===== src/rtl/splat_pkg.sv =====
package splat_pkg;
  typedef enum logic [2:0] {
    S_IDLE  = 3'd0,
    S_ISSUE = 3'd1,
    S_WAIT  = 3'd2,
    S_WRITE = 3'd3,
    S_DONE  = 3'd4
  } fsm_e;
endpackage


===== src/rtl/splat_plan.sv =====
module splat_plan #(
  parameter int N   = 8,
  parameter int VLW = 4
) (
  input  logic           ci,
  input  logic           store,
  input  logic [VLW-1:0] vl,
  input  logic [N-1:0]   mask,
  output logic [N-1:0]   act,
  output logic           from_top
);
  function automatic logic [N-1:0] live_set(input logic [N-1:0] m, input logic [VLW-1:0] len);
    logic [N-1:0] r;
    for (int i = 0; i < N; i++) r[i] = m[i] && (i < int'(len));
    return r;
  endfunction

  assign act      = live_set(mask, vl);
  assign from_top = store && !ci;
endmodule


===== src/rtl/splat_pick.sv =====
module splat_pick #(
  parameter int N  = 8,
  parameter int IW = 3
) (
  input  logic [N-1:0]  mask,
  input  logic [IW-1:0] cur,
  output logic          any,
  output logic [IW-1:0] first_idx,
  output logic [IW-1:0] last_idx,
  output logic          nxt_found,
  output logic [IW-1:0] nxt_idx
);
  always_comb begin
    first_idx = '0;
    last_idx  = '0;
    nxt_found = 1'b0;
    nxt_idx   = '0;
    for (int i = N - 1; i >= 0; i--) begin
      if (mask[i]) first_idx = IW'(i);
      if (mask[i] && (i > int'(cur))) begin
        nxt_found = 1'b1;
        nxt_idx   = IW'(i);
      end
    end
    for (int i = 0; i < N; i++) begin
      if (mask[i]) last_idx = IW'(i);
    end
  end
  assign any = |mask;
endmodule


===== src/rtl/splat_filter.sv =====
module splat_filter #(
  parameter int VL_MAX = 8,
  parameter int DW     = 16,
  localparam int IW    = $clog2(VL_MAX),
  localparam int VLW   = $clog2(VL_MAX + 1)
) (
  input  logic           clk,
  input  logic           rst_n,
  input  logic           cmd_valid,
  output logic           cmd_ready,
  input  logic           cmd_ci,
  input  logic           cmd_store,
  input  logic [VLW-1:0] cmd_vl,
  input  logic [VL_MAX-1:0] cmd_mask,
  output logic           mem_req,
  output logic           mem_we,
  input  logic           mem_gnt,
  output logic [DW-1:0]  mem_wdata,
  input  logic           mem_rvalid,
  input  logic [DW-1:0]  mem_rdata,
  output logic [IW-1:0]  src_idx,
  input  logic [DW-1:0]  src_data,
  output logic           dst_we,
  output logic [IW-1:0]  dst_idx,
  output logic [DW-1:0]  dst_data,
  output logic           done
);
  import splat_pkg::*;

  fsm_e st_q, st_n;
  logic [VL_MAX-1:0] act_q, act_n;
  logic [IW-1:0]     cur_q, cur_n;
  logic              ci_q, ci_n, sto_q, sto_n;
  logic [DW-1:0]     data_q, data_n;

  logic [VL_MAX-1:0] plan_act;
  logic              plan_top;
  logic [VL_MAX-1:0] pk_mask;
  logic              pk_any, pk_nxt_found;
  logic [IW-1:0]     pk_first, pk_last, pk_nxt;

  // named events for the checks
  logic accept_ev, issue_fire, zero_cmd_ev;

  splat_plan #(.N(VL_MAX), .VLW(VLW)) u_plan (
    .ci(cmd_ci), .store(cmd_store), .vl(cmd_vl), .mask(cmd_mask),
    .act(plan_act), .from_top(plan_top)
  );

  assign pk_mask = (st_q == S_IDLE) ? plan_act : act_q;

  splat_pick #(.N(VL_MAX), .IW(IW)) u_pick (
    .mask(pk_mask), .cur(cur_q), .any(pk_any),
    .first_idx(pk_first), .last_idx(pk_last),
    .nxt_found(pk_nxt_found), .nxt_idx(pk_nxt)
  );

  assign accept_ev   = (st_q == S_IDLE) && cmd_valid;
  assign zero_cmd_ev = accept_ev && !pk_any;
  assign issue_fire  = mem_req && mem_gnt;

  always_comb begin
    st_n = st_q; cur_n = cur_q; act_n = act_q;
    ci_n = ci_q; sto_n = sto_q; data_n = data_q;
    case (st_q)
      S_IDLE: if (cmd_valid) begin
        act_n = plan_act;
        ci_n  = cmd_ci;
        sto_n = cmd_store;
        if (!pk_any) st_n = S_DONE;
        else begin
          cur_n = plan_top ? pk_last : pk_first;
          st_n  = S_ISSUE;
        end
      end
      S_ISSUE: if (mem_gnt) begin
        if (sto_q) begin
          if (ci_q && pk_nxt_found) cur_n = pk_nxt;
          else st_n = S_DONE;
        end else st_n = S_WAIT;
      end
      S_WAIT: if (mem_rvalid) begin
        data_n = mem_rdata;
        st_n   = S_WRITE;
      end
      S_WRITE: if (pk_nxt_found) begin
        cur_n = pk_nxt;
        st_n  = ci_q ? S_ISSUE : S_WRITE;
      end else st_n = S_DONE;
      S_DONE:  st_n = S_IDLE;
      default: st_n = S_IDLE;
    endcase
  end

  always_ff @(posedge clk) begin
    if (!rst_n) begin
      st_q <= S_IDLE; cur_q <= '0; act_q <= '0;
      ci_q <= 1'b0; sto_q <= 1'b0; data_q <= '0;
    end else begin
      st_q <= st_n; cur_q <= cur_n; act_q <= act_n;
      ci_q <= ci_n; sto_q <= sto_n; data_q <= data_n;
    end
  end

  assign cmd_ready = (st_q == S_IDLE);
  assign mem_req   = (st_q == S_ISSUE);
  assign mem_we    = mem_req && sto_q;
  assign mem_wdata = src_data;
  assign src_idx   = cur_q;
  assign dst_we    = (st_q == S_WRITE);
  assign dst_idx   = cur_q;
  assign dst_data  = data_q;
  assign done      = (st_q == S_DONE);


  zero_done_chk: assert property (@(posedge clk) disable iff (!rst_n)
    zero_cmd_ev |=> done && !mem_req);

  merged_store_last_chk: assert property (@(posedge clk) disable iff (!rst_n)
    (issue_fire && sto_q && !ci_q) |-> (src_idx == pk_last));

  req_hold_chk: assert property (@(posedge clk) disable iff (!rst_n)
    (mem_req && !mem_gnt) |=> (mem_req && $stable(src_idx)));

  dst_ascend_chk: assert property (@(posedge clk) disable iff (!rst_n)
    (dst_we && $past(dst_we)) |-> (dst_idx > $past(dst_idx)));

  dst_active_chk: assert property (@(posedge clk) disable iff (!rst_n)
    dst_we |-> act_q[dst_idx]);

  done_pulse_chk: assert property (@(posedge clk) disable iff (!rst_n)
    done |=> !done && cmd_ready);
endmodule


===== config.mk =====
export PLATFORM = sky130hd
export DESIGN_NAME = splat_filter
export DESIGN_NICKNAME = d
export VERILOG_FILES = /design/src/rtl/splat_pkg.sv /design/src/rtl/splat_plan.sv /design/src/rtl/splat_pick.sv /design/src/rtl/splat_filter.sv
export SDC_FILE = /design/constraint.sdc
export NUM_CORES = 1
export LEC_CHECK = 0
export BUFFER_PORTS_ARGS = -buffer_cell sky130_fd_sc_hd__buf_4
export CORE_ASPECT_RATIO = 1.2
export CORE_MARGIN = 2
export CORE_UTILIZATION = 51
export CTS_CLUSTER_SIZE = 12
export DETAILED_ROUTE_END_ITERATION = 12
export HOLD_SLACK_MARGIN = 0.1
export PLACE_DENSITY = 0.86
export SYNTH_ARGS = -nofsm -noshare
export SYNTH_HDL_FRONTEND = slang
export SYNTH_SLANG_ARGS = --single-unit

===== constraint.sdc =====
create_clock -name clk -period 5.7 [get_ports clk]
set_clock_uncertainty 0.1 [all_clocks]
set_input_delay 0.57 -clock clk [delete_from_list [all_inputs] [get_ports clk]]
set_output_delay 0.57 -clock clk [all_outputs]
set_load 0.02 [all_outputs]

==> impl_metrics.tcl <==
set metrics [dict create \
    status "complete, no violations" \
    place_area_mm2 0.00236 \
    die-area_mm2 0.00454 \
    worstPathArrival_ns 3.07 \
    post_drt_wl_per_cell_um 14.2 \
    root_buffer "clkbuf_8" \
    row_count 25 \
    post-route-period-util 0.514 \
    met2_usage 0.402 \
    synth_cell_types 51 \
    final_cell_mix "62 x buf_4, 56 x nand2_1, 34 x a21oi_1" \
    cts_tree "built" \
    grt_start_max_net_pins 28 \
    crit_fanout 19 \
    routed_wl_um 5220 \
    drv_slew 0 \
    tns_ns 0 \
    stdcell_area_mm2 0.00247 \
    cts-buffers-inserted 5 \
    yosysSeqAreaShare 0.313 \
    ioPinCount 94 \
    antenna_found_initial 0 \
    drtAntennaViolNets 0 \
    cts_setup_buffers 0 \
    synth_seq_cells 32 \
    hpwl_um 3860 \
    htree_num_levels 2 \
    yosysWarnings 0 \
    final_common_cell "buf_4" \
    drcViolationCount 0 \
    slew_headroom 0.532 \
    period_minus_slack_ns 2.93 \
    cts_resized 0 \
    power_density_mw_per_mm2 435 \
    start_util 0.524 \
    synth_edf_count 0 \
    synthesis.area_mm2 0.00205 \
    grtUsageTotal 0.250 \
    cap_violations 0 \
    synth_ff_type "dfxtp_1" \
    drive_gt1_frac 0.261 \
    firstDrtPassIters 4 \
    gp_congestion 0.953 \
    fin_cells 368 \
    ir_worst_vdd_v 0.000213 \
    die_h_um 73.4 \
    clk_pin_slew_ns 0.08 \
    die_w_um 61.8 \
    nNetsFinal 364 \
    fmax_ghz 0.342 \
    clock_latency_ns 0.30 \
    hold_buffers 0 \
    endpoint_kind "register" \
    vias_per_cell 5.85 \
    grt_first_pass_wirelength_um 8540 \
    required_ns 5.85 \
    use_met3 0.0757 \
    grt_overflow 0 \
    dr.first_iter.drc_count 121 \
    async_reset_ff_frac 0 \
    vias 2152 \
    grt_pass1_vias 1906 \
    num_antenna_cells 0 \
    met1_usage 0.304 \
    portBuffers 61 \
    holdWs_ns 0.359 \
    core_mm2 0.00391 \
    critPathKind "reg -> reg" \
    synth.avg_cell_area_um2 7.31 \
    cp-start-kind "register" \
    clock_path_buffers 2 \
    clock-sinks 32 \
    p_leak_nw 1.01 \
    max_slew.worst_pin.slew_ns 0.697 \
    syn-num-nets 331 \
    dp_cells 360 \
    busiest_layer "met2" \
    hold_viol_final 0 \
    setup_viol 0 \
    grt_setup_unrepaired "false" \
    syn_inst 280 \
    min_path_type "reg -> reg" \
    area_growth_pct 20.8 \
]
-- worst paths after layout --
kind                        startpoint                   endpoint  slack, ns  depth (start not counted)
min          dst_data[15]$_SDFFE_PN0P_  dst_data[15]$_SDFFE_PN0P_       0.36                          2
max               st_q[1]$_SDFFE_PN0P_    dst_idx[1]$_SDFFE_PN0P_       2.77                          8
min reg2reg  dst_data[15]$_SDFFE_PN0P_  dst_data[15]$_SDFFE_PN0P_       0.36                          2
max reg2reg       st_q[1]$_SDFFE_PN0P_    dst_idx[1]$_SDFFE_PN0P_       2.77                          8
-- report_power, final --
part | internal [mW] | switching (mW)
clock network | 0.132 | 0.0947
logic | 0.218 | 0.319
registers | 0.255 | 0.0561
total | 0.605 | 0.470
-- critical path, cell delays in order (launching register included) --
cell,delay [ns]
dfxtp_1,0.63
or3_1,0.44
clkinv_4,0.25
a31oi_1,0.41
o21ai_0,0.21
a21boi_2,0.30
a211oi_4,0.12
o221ai_1,0.22
o311a_1,0.18
-- synth_stat cells, drive strengths merged (4+ instances only) --
| cell | number | area (um^2) |
|---|---|---|
| or3 | 5 | 31.3 |
| a31oi | 7 | 43.8 |
| nor3 | 7 | 35.0 |
| inv | 5 | 18.8 |
| a21oi | 34 | 170 |
| a211oi | 4 | 42.5 |
| nand3 | 5 | 25.0 |
| dfxtp | 32 | 641 |
| nor2 | 16 | 60.1 |
| o21ai | 11 | 55.1 |
| o31ai | 6 | 50.1 |
| nand2 | 56 | 210 |
| nand2b | 6 | 37.5 |
| clkbuf | 14 | 52.6 |
| buf | 22 | 170 |
| or2 | 5 | 31.3 |
-- area by class of cell --
class / instances / area (um^2)
flip-flops and latches: 32 / 641
clock buffers: 5 / 68.8
inverters: 7 / 31.3
multi-input cells: 205 / 1150
fillers: 375 / 1440
repair buffers: 62 / 465
clock inverters: 3 / 46.3
well taps: 54 / 67.6
-- cells by family after synthesis --
kind of cell / synth area share
buffers and inverters: 0.124
multiplexers: 0.0263
AND/OR/NAND/NOR: 0.243
AO/OA/AOI/OAI: 0.294
flip-flops: 0.313
-- metrics by stage --
stage / power (mW) / utilization / setup WS, ns
floorplan: 0.735 / - / 3.21
global placement: 0.835 / 0.603 / 2.92
detailed placement: 0.844 / 0.603 / 2.84
CTS: 1.07 / 0.632 / 2.81
global route: 1.15 / 0.632 / 2.55
finish: 1.07 / 0.632 / 2.77
-- layer usage --
layer  up-vias  share of wire
met5         -              0
met4         0          0.025
met3        18          0.087
met2        98           0.49
met1       989           0.40
li1       1047              -
-- state kept, by name, indices dropped and copies added, names as in the netlist --
signal and flops:
act_q 8, ci_q 1, dst_data 16, dst_idx 3
st_q 3, sto_q 1
Note: power is estimated with default switching activity, not from simulation.
